--- config.mk ---
export PLATFORM = sky130hd
export DESIGN_NAME = spawn_sched
export DESIGN_NICKNAME = d
export VERILOG_FILES = /design/src/rtl/spawn_sched_pkg.sv /design/src/rtl/spawn_alloc.sv /design/src/rtl/tcu_slot.sv /design/src/rtl/spawn_sched.sv
export SDC_FILE = /design/constraint.sdc
export NUM_CORES = 1
export LEC_CHECK = 0
export BUFFER_PORTS_ARGS = -buffer_cell sky130_fd_sc_hd__buf_4
export CORE_MARGIN = 4
export CORE_UTILIZATION = 60
export DETAILED_ROUTE_END_ITERATION = 6
export PLACE_DENSITY_LB_ADDON = 0.05
export SETUP_SLACK_MARGIN = 0.5
export SYNTH_ARGS = -nofsm -noshare
export SYNTH_HDL_FRONTEND = slang
export SYNTH_HIERARCHICAL = 1
export SYNTH_SLANG_ARGS = --single-unit
--- constraint.sdc ---
create_clock -name clk -period 12.4 [get_ports clk]
set_input_delay 0.62 -clock clk [delete_from_list [all_inputs] [get_ports clk]]
set_output_delay 0.62 -clock clk [all_outputs]
set_load 0.01 [all_outputs]
--- src/rtl/spawn_sched_pkg.sv ---
package spawn_sched_pkg;
    typedef enum logic [1:0] {
        ST_IDLE  = 2'd0,
        ST_BCAST = 2'd1,
        ST_RUN   = 2'd2,
        ST_JOIN  = 2'd3
    } sched_state_t;
endpackage

--- src/rtl/spawn_alloc.sv ---
// Prefix-sum allocator: ranks same-cycle requesters by index and hands out IDs.
module spawn_alloc #(
    parameter int N   = 4,
    parameter int IDW = 8,
    parameter int CW  = 11
) (
    input  logic             bcast,
    input  logic [IDW-1:0]   lo,
    input  logic [IDW-1:0]   hi,
    input  logic [CW-1:0]    cnt,
    input  logic [N-1:0]     req,
    output logic [N*IDW-1:0] id_flat,
    output logic [N-1:0]     ok,
    output logic [CW-1:0]    cnt_next
);
    logic [CW-1:0] cand [N];
    logic [CW-1:0] run_sum [N+1];

    always_comb begin
        run_sum[0] = cnt;
        for (int i = 0; i < N; i++) begin
            cand[i]        = bcast ? (CW'(lo) + CW'(i)) : run_sum[i];
            ok[i]          = (cand[i] <= CW'(hi));
            id_flat[i*IDW +: IDW] = cand[i][IDW-1:0];
            run_sum[i+1]   = run_sum[i] + CW'(req[i]);
        end
        cnt_next = run_sum[N];
    end
endmodule

--- src/rtl/tcu_slot.sv ---
// Per-TCU tracker: running / retired status and grant generation.
module tcu_slot (
    input  logic clk,
    input  logic rst_n,
    input  logic clear,
    input  logic start,
    input  logic start_ok,
    input  logic take,
    input  logic take_ok,
    output logic gnt,
    output logic busy,
    output logic done
);
    logic take_live;
    assign take_live = take & busy;
    assign gnt = (start & start_ok) | (take_live & take_ok);

    always_ff @(posedge clk or negedge rst_n) begin
        if (!rst_n) begin
            busy <= 1'b0;
            done <= 1'b0;
        end else if (clear) begin
            busy <= 1'b0;
            done <= 1'b0;
        end else if (start) begin
            busy <= start_ok;
            done <= ~start_ok;
        end else if (take_live && !take_ok) begin
            busy <= 1'b0;
            done <= 1'b1;
        end
    end

    p_busy_done_excl_r6: assert property (@(posedge clk) disable iff (!rst_n)
        done |-> !busy);
    p_done_hold_r6: assert property (@(posedge clk) disable iff (!rst_n)
        (done && !clear) |=> done);
endmodule

--- src/rtl/spawn_sched.sv ---
module spawn_sched
    import spawn_sched_pkg::*;
#(
    parameter int N   = 4,
    parameter int IDW = 8,
    parameter int PCW = 16
) (
    input  logic             clk,
    input  logic             rst_n,
    input  logic             spawn_valid,
    input  logic [IDW-1:0]   spawn_lo,
    input  logic [IDW-1:0]   spawn_hi,
    input  logic [PCW-1:0]   spawn_pc,
    output logic             bcast_valid,
    output logic [IDW-1:0]   bcast_hi,
    output logic [PCW-1:0]   bcast_pc,
    input  logic [N-1:0]     tcu_req,
    output logic [N-1:0]     tcu_gnt,
    output logic [N*IDW-1:0] tcu_id,
    output logic [N-1:0]     tcu_done,
    output logic             join_done
);
    localparam int CW = IDW + $clog2(N) + 2;

    sched_state_t    state_q, state_d;
    logic [IDW-1:0]  lo_q, hi_q;
    logic [PCW-1:0]  pc_q;
    logic [CW-1:0]   cnt_q, cnt_next;
    logic            accept, in_bcast, in_run;
    logic [N-1:0]    busy, ok, req_eff;

    assign accept   = (state_q == ST_IDLE) && spawn_valid;
    assign in_bcast = (state_q == ST_BCAST);
    assign in_run   = (state_q == ST_RUN);
    assign req_eff  = tcu_req & busy & {N{in_run}};

    // State register
    always_ff @(posedge clk or negedge rst_n) begin
        if (!rst_n) state_q <= ST_IDLE;
        else        state_q <= state_d;
    end

    // Next-state logic
    always_comb begin
        state_d = state_q;
        unique case (state_q)
            ST_IDLE:  if (accept) state_d = ST_BCAST;          // T_ACCEPT
            ST_BCAST: state_d = ST_RUN;                         // T_LAUNCH
            ST_RUN:   if (&tcu_done) state_d = ST_JOIN;         // T_ALL_DONE
            ST_JOIN:  state_d = ST_IDLE;                        // T_RETURN
            default:  state_d = ST_IDLE;
        endcase
    end

    // Datapath registers: range latch and shared counter
    always_ff @(posedge clk or negedge rst_n) begin
        if (!rst_n) begin
            lo_q  <= '0;
            hi_q  <= '0;
            pc_q  <= '0;
            cnt_q <= '0;
        end else if (accept) begin
            lo_q <= spawn_lo;
            hi_q <= spawn_hi;
            pc_q <= spawn_pc;
        end else if (in_bcast) begin
            cnt_q <= CW'(lo_q) + CW'(N);
        end else if (in_run) begin
            cnt_q <= cnt_next;
        end
    end

    // Outputs
    always_comb begin
        bcast_valid = in_bcast;
        bcast_hi    = hi_q;
        bcast_pc    = pc_q;
        join_done   = (state_q == ST_JOIN);
    end

    spawn_alloc #(.N(N), .IDW(IDW), .CW(CW)) u_alloc (
        .bcast    (in_bcast),
        .lo       (lo_q),
        .hi       (hi_q),
        .cnt      (cnt_q),
        .req      (req_eff),
        .id_flat  (tcu_id),
        .ok       (ok),
        .cnt_next (cnt_next)
    );

    for (genvar g = 0; g < N; g++) begin : g_slot
        tcu_slot u_slot (
            .clk      (clk),
            .rst_n    (rst_n),
            .clear    (accept),
            .start    (in_bcast),
            .start_ok (ok[g]),
            .take     (in_run & tcu_req[g]),
            .take_ok  (ok[g]),
            .gnt      (tcu_gnt[g]),
            .busy     (busy[g]),
            .done     (tcu_done[g])
        );
    end

    p_bcast_once_r1: assert property (@(posedge clk) disable iff (!rst_n)
        bcast_valid |=> !bcast_valid);
    p_join_pulse_r8: assert property (@(posedge clk) disable iff (!rst_n)
        join_done |=> !join_done);
    p_join_all_done_r8: assert property (@(posedge clk) disable iff (!rst_n)
        join_done |-> (&tcu_done));
    p_no_gnt_when_done_r7: assert property (@(posedge clk) disable iff (!rst_n)
        (tcu_gnt & tcu_done) == '0);
    p_cnt_monotonic_r5: assert property (@(posedge clk) disable iff (!rst_n)
        (state_q == ST_RUN) |=> (cnt_q >= $past(cnt_q)));
endmodule

==> results of run 1 <==
## cells by family (layout without fill, tap and decap cells)
| kind of cell | after synthesis | count (layout) | share of synthesized area |
|---|---|---|---|
| and+or+nand+nor | 186 | 186 | 0.202 |
| AOI/OAI and AO/OA | 101 | 101 | 0.128 |
| xor gates and xnor gates | 58 | 58 | 0.102 |
| buffers and inverters | 56 | 142 | 0.0562 |
| DFF | 54 | 54 | 0.259 |
| muxes | 52 | 52 | 0.131 |
| adders and majority gates | 51 | 51 | 0.122 |
## final timing paths
path	slack, ns	cells after the start	to	startpoint
min in group clk	0.52	2	lo_q[0]	spawn_lo[0]
min	0.33	1	bcast_pc[11]	rst_n
min reg2reg	0.53	1	bcast_pc[4]	bcast_pc[4]
max reg2reg	6.25	23	g_slot[3].u_slot/busy	state_q[0]
max	5.40	23	tcu_gnt[3]	state_q[0]
max in group asynchronous	11.60	1	cnt_q[7]	rst_n
## registers in the layout, indices dropped and copies added, names as in the netlist
signal and flops:
cnt_q 12, bcast_hi 8, bcast_pc 16, g_slot.u_slot/done 4
lo_q 8, state_q 2, g_slot.u_slot/busy 4
## power by group through the flow
stage | Combinational (mW) | Clock, mW | Sequential [mW]
2_1_floorplan | 0.910 | 0 | 0.351
3_3_place_gp | 1.27 | 0 | 0.402
3_5_place_dp | 1.31 | 0 | 0.406
4_1_cts | 1.32 | 0.114 | 0.404
5_1_grt | 1.44 | 0.122 | 0.421
6_report | 1.33 | 0.112 | 0.409
## metrics by stage
stage          std cells  hold slack [ns]  instance area, µm²   util  power (mW)
6_report             749            0.331                6050  0.725        1.86
5_1_grt              749            0.383                6050  0.725        1.99
4_1_cts              749            0.357                6050  0.725        1.84
3_5_place_dp         741            0.499                5950  0.714        1.72
3_3_place_gp         741            0.490                5950  0.714        1.67
2_1_floorplan        558            0.324                5210      -        1.26
## placed cells by master, fill, tap and decap left out, types with 2 or more instances in the layout
cell	count
mux2_2	13
dfrtp_1	54
a221oi_2	4
buf_4	105
a31oi_1	4
nand3b_1	10
inv_1	28
o21a_1	11
nor4_1	6
xnor2_1	34
a21boi_0	2
nand2b_1	9
and2_1	7
mux2i_1	9
nand4_1	12
mux2_4	29
nand3_1	26
a21o_1	4
a31o_2	3
clkbuf_8	5
xor2_1	21
and4b_1	2
nor2_1	40
nand2_2	2
o2111ai_1	2
a21oi_1	37
and3_1	7
xor2_2	2
nor4b_1	2
nor2b_1	10
o21ai_0	20
nand4b_1	2
nor3_1	4
ha_1	50
o221ai_1	2
nand2_1	29
and4_1	3
## area by class of cell
cell class                 instances  area [µm²]
timing repair buffer             105         788
inverter                          29         109
clock inverter                     3        27.5
tap                              105         131
fill                             651        2290
multi-input combinational        448        3570
clock buffer                       5        68.8
sequential                        54        1350
## worst register-to-register path, delay by kind of cell, from the launching register on
family / cells / cell delay, ns
DFF: 1 / 0.44
adders and majority gates: 4 / 1.22
muxes: 1 / 0.30
buffers and inverters: 1 / 0.12
and+or+nand+nor: 6 / 1.29
xor gates and xnor gates: 2 / 0.78
AOI/OAI and AO/OA: 9 / 1.92
## layer usage
| layer | vias to the layer above | GRT usage | wire length [µm] |
|---|---|---|---|
| met5 | - | 0 | 0 |
| met4 | 0 | 0.0982 | 406 |
| met3 | 31 | 0.0496 | 1290 |
| met2 | 238 | 0.480 | 6970 |
| met1 | 2214 | 0.389 | 6150 |
| li1 | 2161 | - | - |
==> impl_metrics.toml, run 1 <==
[floorplan]
die_height_um = 101
rows = 33
die_width_um = 101
initial_core_util = 0.625
die_area_um2 = 10200
core_area_um2 = 8340
num_io_pins = 105

[place]
portBuffers = 104
dp_slack_ns = 5.97
dp_hpwl_um = 11300
gp_congestion = 0.988

[clock_network]
cts_sinks = 54
cts_hold_buf = 0
post_cts_resized = 0
clk_latency_ns = 0.32
htreeDepth = 2
cts_setup_buffers = 0
tritoncts = "done"
root_buffer = "clkbuf_8"
cts_max_path_buffers = 2
clkTransAtPathRegs_ns = 0.12
cts_buffers = 5

[synthesis]
yosysTopAreaCell = "dfrtp_1"
syn_nets = 648
ys_warn_count = 6
syn_area_um2 = 5210
synth.area.top_cells = "dfrtp_1, ha_1, mux2_4"
avgSynthCellArea_um2 = 9.34
synth_cell_types = 69
ys_seq_area_frac = 0.259
async_reset_ff_frac = 1.00
synth-seq-cells = 54
synth-main-ff-cell = "dfrtp_1"
synth_edf_count = 0
syn-instance-count = 558
yosysMostFrequentCell = "dfrtp_1"
netlist_top_cells_count = "dfrtp_1, ha_1, nor2_1"
netlist.area_leader.share = 0.259

[worst_setup_path]
arrival_ns = 6.38
worstSetupStartpointType = "flop"
worstPathRequired_ns = 11.78
cp_max_fo = 13
crit_path_frequent_cell = "ha_1"
max_stage_delay_ns = 0.60
crit_family = "compound AO/OA/AOI/OAI gates"
crit_buf_inv = 2
crit_chain = "inv_1, ha_1, and3_1, ha_1, ha_1, a21oi_1, mux2_2, a21o_1, xor2_2, nand3_1, xnor2_1, nor2_1, a21oi_1, ha_1, a21o_1, a21oi_1, o21ai_0, o31a_1, or4b_1, o32ai_1, nand3_1, nand2_1, buf_4"
end_kind = "output pin"
critical_path_class = "reg -> out"
slowest_stage = "o32ai_1"

[timing]
worst_pin_slew_ns = 1.05
fin_skew_ns = 0.00633
relSlewSlack = 0.298
drv_slew = 0
min_period_ns = 7.00
rsz0062_at_grt = "false"
worst_slack_ns = 5.40
finalSetupViolations = 0
setup_tns_ns = 0
finalHoldViolCount = 0
min_period_over_period = 0.565
max_clock_freq_ghz = 0.143

[drt]
drt-initial-drc-count = 352
wl_um = 14800
avgRoutedWirePerCell_um = 19.8
vias_per_cell = 6.20
ant_nets = 0
drcViolationCount = 0
num_vias = 4644
dr.pass1.iters = 7

[global_routing]
grt_pass1_wl_um = 23600
grt_overflow = 0
grt_max_degree = 83
grt_pass1_vias = 4624
grtUsageTotal = 0.291
grt_antenna_before_repair = 0

[finish]
layout-drive-gt1-share = 0.276
antenna_cells = 0
nNetsFinal = 733
syn2layout_area_growth_pct = 16.0

[hold_path]
holdCritPathClass = "in -> async"

[power_and_ir_drop]
cellPowerDensity_nw_per_um2 = 307
combinationalPowerShare = 0.719
p_sw_frac = 0.498
ir_worst_vdd_uv = 181
power_leakage_nw = 2.82
p_seq_frac = 0.220
intPower_mw = 0.932
p_clk_frac = 0.060
netSwitchingPower_mw = 0.924

[flow_run]
drv_cap = 0

[outcome]
status = "finished clean"
Power figures use the tool's default switching activity.
==> inputs of run 2 (changes only) <==
Settings changed: ABC_AREA set to 1, CORE_UTILIZATION 60 to 57.
Clock period 12.4 ns to 6.7 ns, I/O delays scaled along.
==> impl_metrics.toml, run 2 <==
[finish]
largest_register_ffs = 16
layout_commonest_cell = "nand2_1"
layout_common_cells = "nand2_1, buf_4, inv_1, nand3_1, dfrtp_1"
syn2layout_area_growth_pct = 17.6
multi_input_area_um2 = 3490
layout-drive-gt1-share = 0.185
nNetsFinal = 1014
antenna_cells = 0
num-fill-cells = 790
seqCellArea_um2 = 1350

[timing]
max_clock_freq_ghz = 0.195
fin_skew_ns = 0.00346
relSlewSlack = 0.308
rsz0062_at_grt = "false"
drv_slew = 0
min_period_ns = 5.13
min_period_over_period = 0.766
finalHoldViolCount = 0
finalSetupViolations = 0
setup_tns_ns = 0
worst_pin_slew_ns = 1.04

[synthesis]
synth_edf_count = 0
netlist.area_leader.share = 0.254
yosysTopAreaCell = "dfrtp_1"
ys_warn_count = 6
netlist_top_cells_count = "nand2_1, inv_1, nand3_1"
synth-seq-cells = 54
yosysMostFrequentCell = "nand2_1"
synth_cell_types = 34
avgSynthCellArea_um2 = 6.42
ys_seq_area_frac = 0.254
syn_area_um2 = 5320
async_reset_ff_frac = 1.00
syn_nets = 919
synth-main-ff-cell = "dfrtp_1"
synth.area.top_cells = "dfrtp_1, nand2_1, ha_1"
syn-instance-count = 829

[drt]
dr.pass1.iters = 6
ant_nets = 0
drt-initial-drc-count = 361
drcViolationCount = 0
avgRoutedWirePerCell_um = 15.5
wl_um = 16100
num_vias = 5800
vias_per_cell = 5.61

[global_routing]
grtUsageMet3 = 0.0598
grt_most_used_layer = "met2"
grt_max_degree = 59
grtUsageTotal = 0.290
grt_pass1_wl_um = 25900
use_met1 = 0.372
grt_antenna_before_repair = 0
met2_usage = 0.489
grt_pass1_vias = 5329
grt_overflow = 0

[worst_setup_path]
crit_buf_inv = 3
arrival_ns = 4.80
cp_max_fo = 6
worstPathRequired_ns = 6.36
slowest_stage = "dfrtp_1"
end_kind = "output pin"
critical_path_class = "reg -> out"
worstSetupStartpointType = "flop"
max_stage_delay_ns = 0.43
crit_chain = "inv_1, ha_1, nand2_1, nor2_1, ha_1, ha_1, ha_1, ha_1, nand3_1, nor2_1, nand2_2, o21ai_1, nand2_2, o21ai_0, ha_1, nand2_1, inv_1, nand2_1, or2_2, a31oi_1, nor2_1, nand2_1, nand2_1, buf_4"
crit_family = "simple AND/OR/NAND/NOR gates"
crit_path_frequent_cell = "ha_1"

[floorplan]
die_area_um2 = 10900
rows = 34
core_area_um2 = 8890
initial_core_util = 0.599
die_height_um = 105
num_io_pins = 105
die_width_um = 105

[clock_network]
htreeDepth = 2
root_buffer = "clkbuf_8"
cts_max_path_buffers = 2
clkTransAtPathRegs_ns = 0.10
cts_setup_buffers = 0
post_cts_resized = 0
clk_latency_ns = 0.31
tritoncts = "done"
cts_sinks = 54
cts_buffers = 5
cts_hold_buf = 0

[flow_run]
drv_cap = 0

[place]
portBuffers = 104
gp_congestion = 0.953
dp_hpwl_um = 13000

[power_and_ir_drop]
ir_worst_vdd_uv = 306
power_leakage_nw = 3.45
finalPower_mw = 3.48
cellPowerDensity_nw_per_um2 = 556

[hold_path]
holdCritPathClass = "in -> async"

[outcome]
status = "finished clean"
## run 2: changes by cell type after synthesis, sizes merged, moves of 14 or more
| cell | before | now |
|---|---|---|
| nand2 | 31 | 333 |
| inv | 28 | 101 |
| nand3 | 27 | 75 |
| mux2 | 43 | 0 |
| xnor2 | 35 | 2 |
| nor2 | 40 | 69 |
| o21ai | 21 | 40 |
| a21oi | 37 | 23 |
## run 2: cells by family after synthesis
family                   synth area share
buffers and inverters              0.0901
flip-flops                          0.254
AO/OA/AOI/OAI                      0.0835
AND/OR/NAND/NOR                     0.425
XOR/XNOR                           0.0280
adder cells (fa/ha/maj)             0.120
## run 2: layout make-up
cell class / count / share of cell area
clock buffers: 5 / 0.0110
inverters: 101 / 0.0606
multi-input cells: 657 / 0.558
well taps: 108 / 0.0216
repair buffers: 105 / 0.126
clock inverters: 3 / 0.00700
flip-flops and latches: 54 / 0.216
## run 2: power by group
part           internal (mW)  total, mW  switching (mW)
combinational          0.952       2.58            1.63
sequential             0.482      0.672           0.191
clock                  0.112      0.225           0.113
total                   1.55       3.48            1.93
## run 2: layer usage
metal,vias to the layer above,wire length [µm],part of all wire
met1,2677,6570,0.41
met4,0,439,0.027
met5,-,0,0
met2,237,7790,0.49
met3,36,1260,0.079
li1,2850,-,-
## run 2: per-stage QoR
stage | std cells | worst slack, ns | util | cell area [µm²] | hold WS [ns]
3_5_place_dp | 1025 | 1.98 | 0.691 | 6150 | 0.419
6_report | 1033 | 1.57 | 0.704 | 6260 | 0.0632
5_1_grt | 1033 | 1.13 | 0.704 | 6260 | 0.119
2_1_floorplan | 829 | 2.56 | - | 5320 | 0.0394
3_3_place_gp | 1025 | 2.17 | 0.691 | 6150 | 0.414
4_1_cts | 1033 | 1.62 | 0.704 | 6260 | 0.0771
## run 2: worst paths after layout
path | end | cells past startpoint | from | slack, ns
min | bcast_pc[11] | 1 | rst_n | 0.06
max reg2reg | g_slot[3].u_slot/busy | 24 | state_q[0] | 2.08
max | tcu_gnt[3] | 24 | state_q[0] | 1.57
max in group asynchronous | g_slot[0].u_slot/done | 1 | rst_n | 6.19
min reg2reg | bcast_pc[14] | 2 | bcast_pc[14] | 0.50
min in group clk | bcast_pc[2] | 3 | spawn_pc[2] | 0.21
==> inputs of run 3 (changes only) <==
Settings changed: ABC_AREA 1 to 0.
Clock period 6.7 ns to 5.2 ns, I/O delays scaled along.
==> impl_metrics.toml, run 3 (synthesis results as in run 1) <==
[timing]
max_clock_freq_ghz = 0.195
worst_pin_slew_ns = 1.02
fin_skew_ns = 0.00737
finalSetupViolations = 0
rsz0062_at_grt = "true"
setup_tns_ns = 0
min_period_ns = 5.13
hold_slack_ns = 0.178
relSlewSlack = 0.318
drv_slew = 0
min_period_over_period = 0.986
finalHoldViolCount = 0

[clock_network]
root_buffer = "clkbuf_8"
cts_max_path_buffers = 2
clk_latency_ns = 0.30
cts_buffers = 5
clkTransAtPathRegs_ns = 0.10
htreeDepth = 2
tritoncts = "done"
cts_sinks = 54

[finish]
seqCellArea_um2 = 1350
syn2layout_area_growth_pct = 33.0
nNetsFinal = 787
layout_common_cells = "buf_4, dfrtp_1, ha_1, nor2_1, mux2_4"
layout-drive-gt1-share = 0.411
largest_register_ffs = 16
multi_input_area_um2 = 4010
antenna_cells = 0
num-fill-cells = 611
layout_commonest_cell = "buf_4"
instances_no_fill = 806

[worst_setup_path]
worstSetupStartpointType = "flop"
slowest_stage = "or4b_4"
r2r_end = "g_slot[3].u_slot/busy"
crit_buf_inv = 2
crit_family = "simple AND/OR/NAND/NOR gates"
crit_chain = "ha_4, and3_4, ha_4, ha_4, ha_4, nand2_2, o21ai_2, a21oi_2, xnor2_2, buf_4, nand3_2, xnor2_2, nor2_2, a21oi_2, ha_2, nand3_2, o31a_1, or4b_4, o32ai_4, nand3_2, nand2_2, buf_6"
arrival_ns = 4.87
worstRegToRegCells = 25
max_stage_delay_ns = 0.50
end_kind = "output pin"
path_depth = 22
cp_max_fo = 5
critical_path_class = "reg -> out"
r2r-start = "state_q[1]"
worstPathRequired_ns = 4.94
crit_path_frequent_cell = "ha_4"
reg2reg_slack_ns = 0.19

[floorplan]
num_io_pins = 105
die_area_um2 = 10700
core_area_um2 = 8810
die_height_um = 104
initial_core_util = 0.592
die_width_um = 104
rows = 34

[place]
gp_congestion = 0.925
dpl.cell_count = 757
portBuffers = 104
dp_hpwl_um = 11700

[power_and_ir_drop]
ir_worst_vdd_uv = 416
power_leakage_nw = 3.17
cellPowerDensity_nw_per_um2 = 728
finalPower_mw = 5.05

[hold_path]
min_from = "spawn_pc[8]"
min_to = "bcast_pc[8]"
holdCritPathClass = "in -> reg"
whs_path_depth = 2

[global_routing]
grt_overflow = 0
grt_pass1_wl_um = 24900
grtUsageTotal = 0.285
grt_pass1_vias = 4808
grt_antenna_before_repair = 0
grt_max_degree = 61

[drt]
drt-initial-drc-count = 310
wl_um = 15900
drcViolationCount = 0
vias_per_cell = 6.10
dr.pass1.iters = 5
avgRoutedWirePerCell_um = 19.7
ant_nets = 0
num_vias = 4913

[flow_run]
drv_cap = 0

[outcome]
status = "finished clean"
run 3: changes by cell type in the layout (fill, tap and decap cells not counted), sizes merged, moves of 10 or more:
cell,delta
o21ai,-19
nand3,-48
mux2,+43
nand2,-302
xnor2,+33
nand3b,+10
buf,+53
a21oi,+14
nor2,-29
inv,-74
nor2b,+10
run 3: where the power goes:
part	switching, mW	internal, mW
combinational	1.92	1.93
sequential	0.337	0.616
clock	0.134	0.107
run 3: worst reg2reg max path, delay by kind of cell (launching register included):
kind,cells,cell delay [ns]
AO/OA/AOI/OAI,6,1.09
XOR/XNOR,2,0.44
adder cells (fa/ha/maj),5,1.15
buffers and inverters,4,0.54
flip-flops,1,0.42
AND/OR/NAND/NOR,8,1.28
run 3: per-stage QoR:
stage / instance area, µm² / setup slack, ns / utilization
4_1_cts: 6660 / 0.131 / 0.756
6_report: 6930 / 0.0731 / 0.787
3_3_place_gp: 6200 / 0.154 / 0.704
2_1_floorplan: 5350 / 0.472 / -
5_1_grt: 6930 / -0.129 / 0.787
3_5_place_dp: 6200 / 0.122 / 0.704
run 3: worst max-delay path by stage:
stage / to / startpoint / slack (ns)
after floorplan: tcu_gnt[3] / state_q[0] / 0.47
after global placement: tcu_gnt[3] / state_q[0] / 0.15
after detailed placement: tcu_gnt[3] / state_q[0] / 0.12
after CTS: tcu_gnt[3] / state_q[0] / 0.13
after global routing: tcu_gnt[3] / state_q[0] / -0.13
final: tcu_gnt[3] / state_q[1] / 0.07
run 3: layout make-up:
| cell class | count | share of cell area |
|---|---|---|
| Clock buffer | 6 | 0.0119 |
| Clock inverter | 2 | 0.00180 |
| Inverter | 29 | 0.0157 |
| Multi-Input combinational cell | 448 | 0.578 |
| Sequential cell | 54 | 0.195 |
| Tap cell | 108 | 0.0195 |
| Timing Repair Buffer | 159 | 0.178 |
run 3: what timing repair did:
action                                  CTS  global route
hold buffers                              1             0
setup buffers                            27            13
pin swaps                                27            29
hold endpoints to repair                  3             0
endpoints found under the setup margin    4             6
resized for setup                        33            34
run 3: layer usage:
metal	vias up	share of wire	track usage
met4	0	0.043	0.118
met1	2341	0.41	0.367
met3	53	0.067	0.0342
met5	-	0	0
li1	2274	-	-
met2	245	0.49	0.486
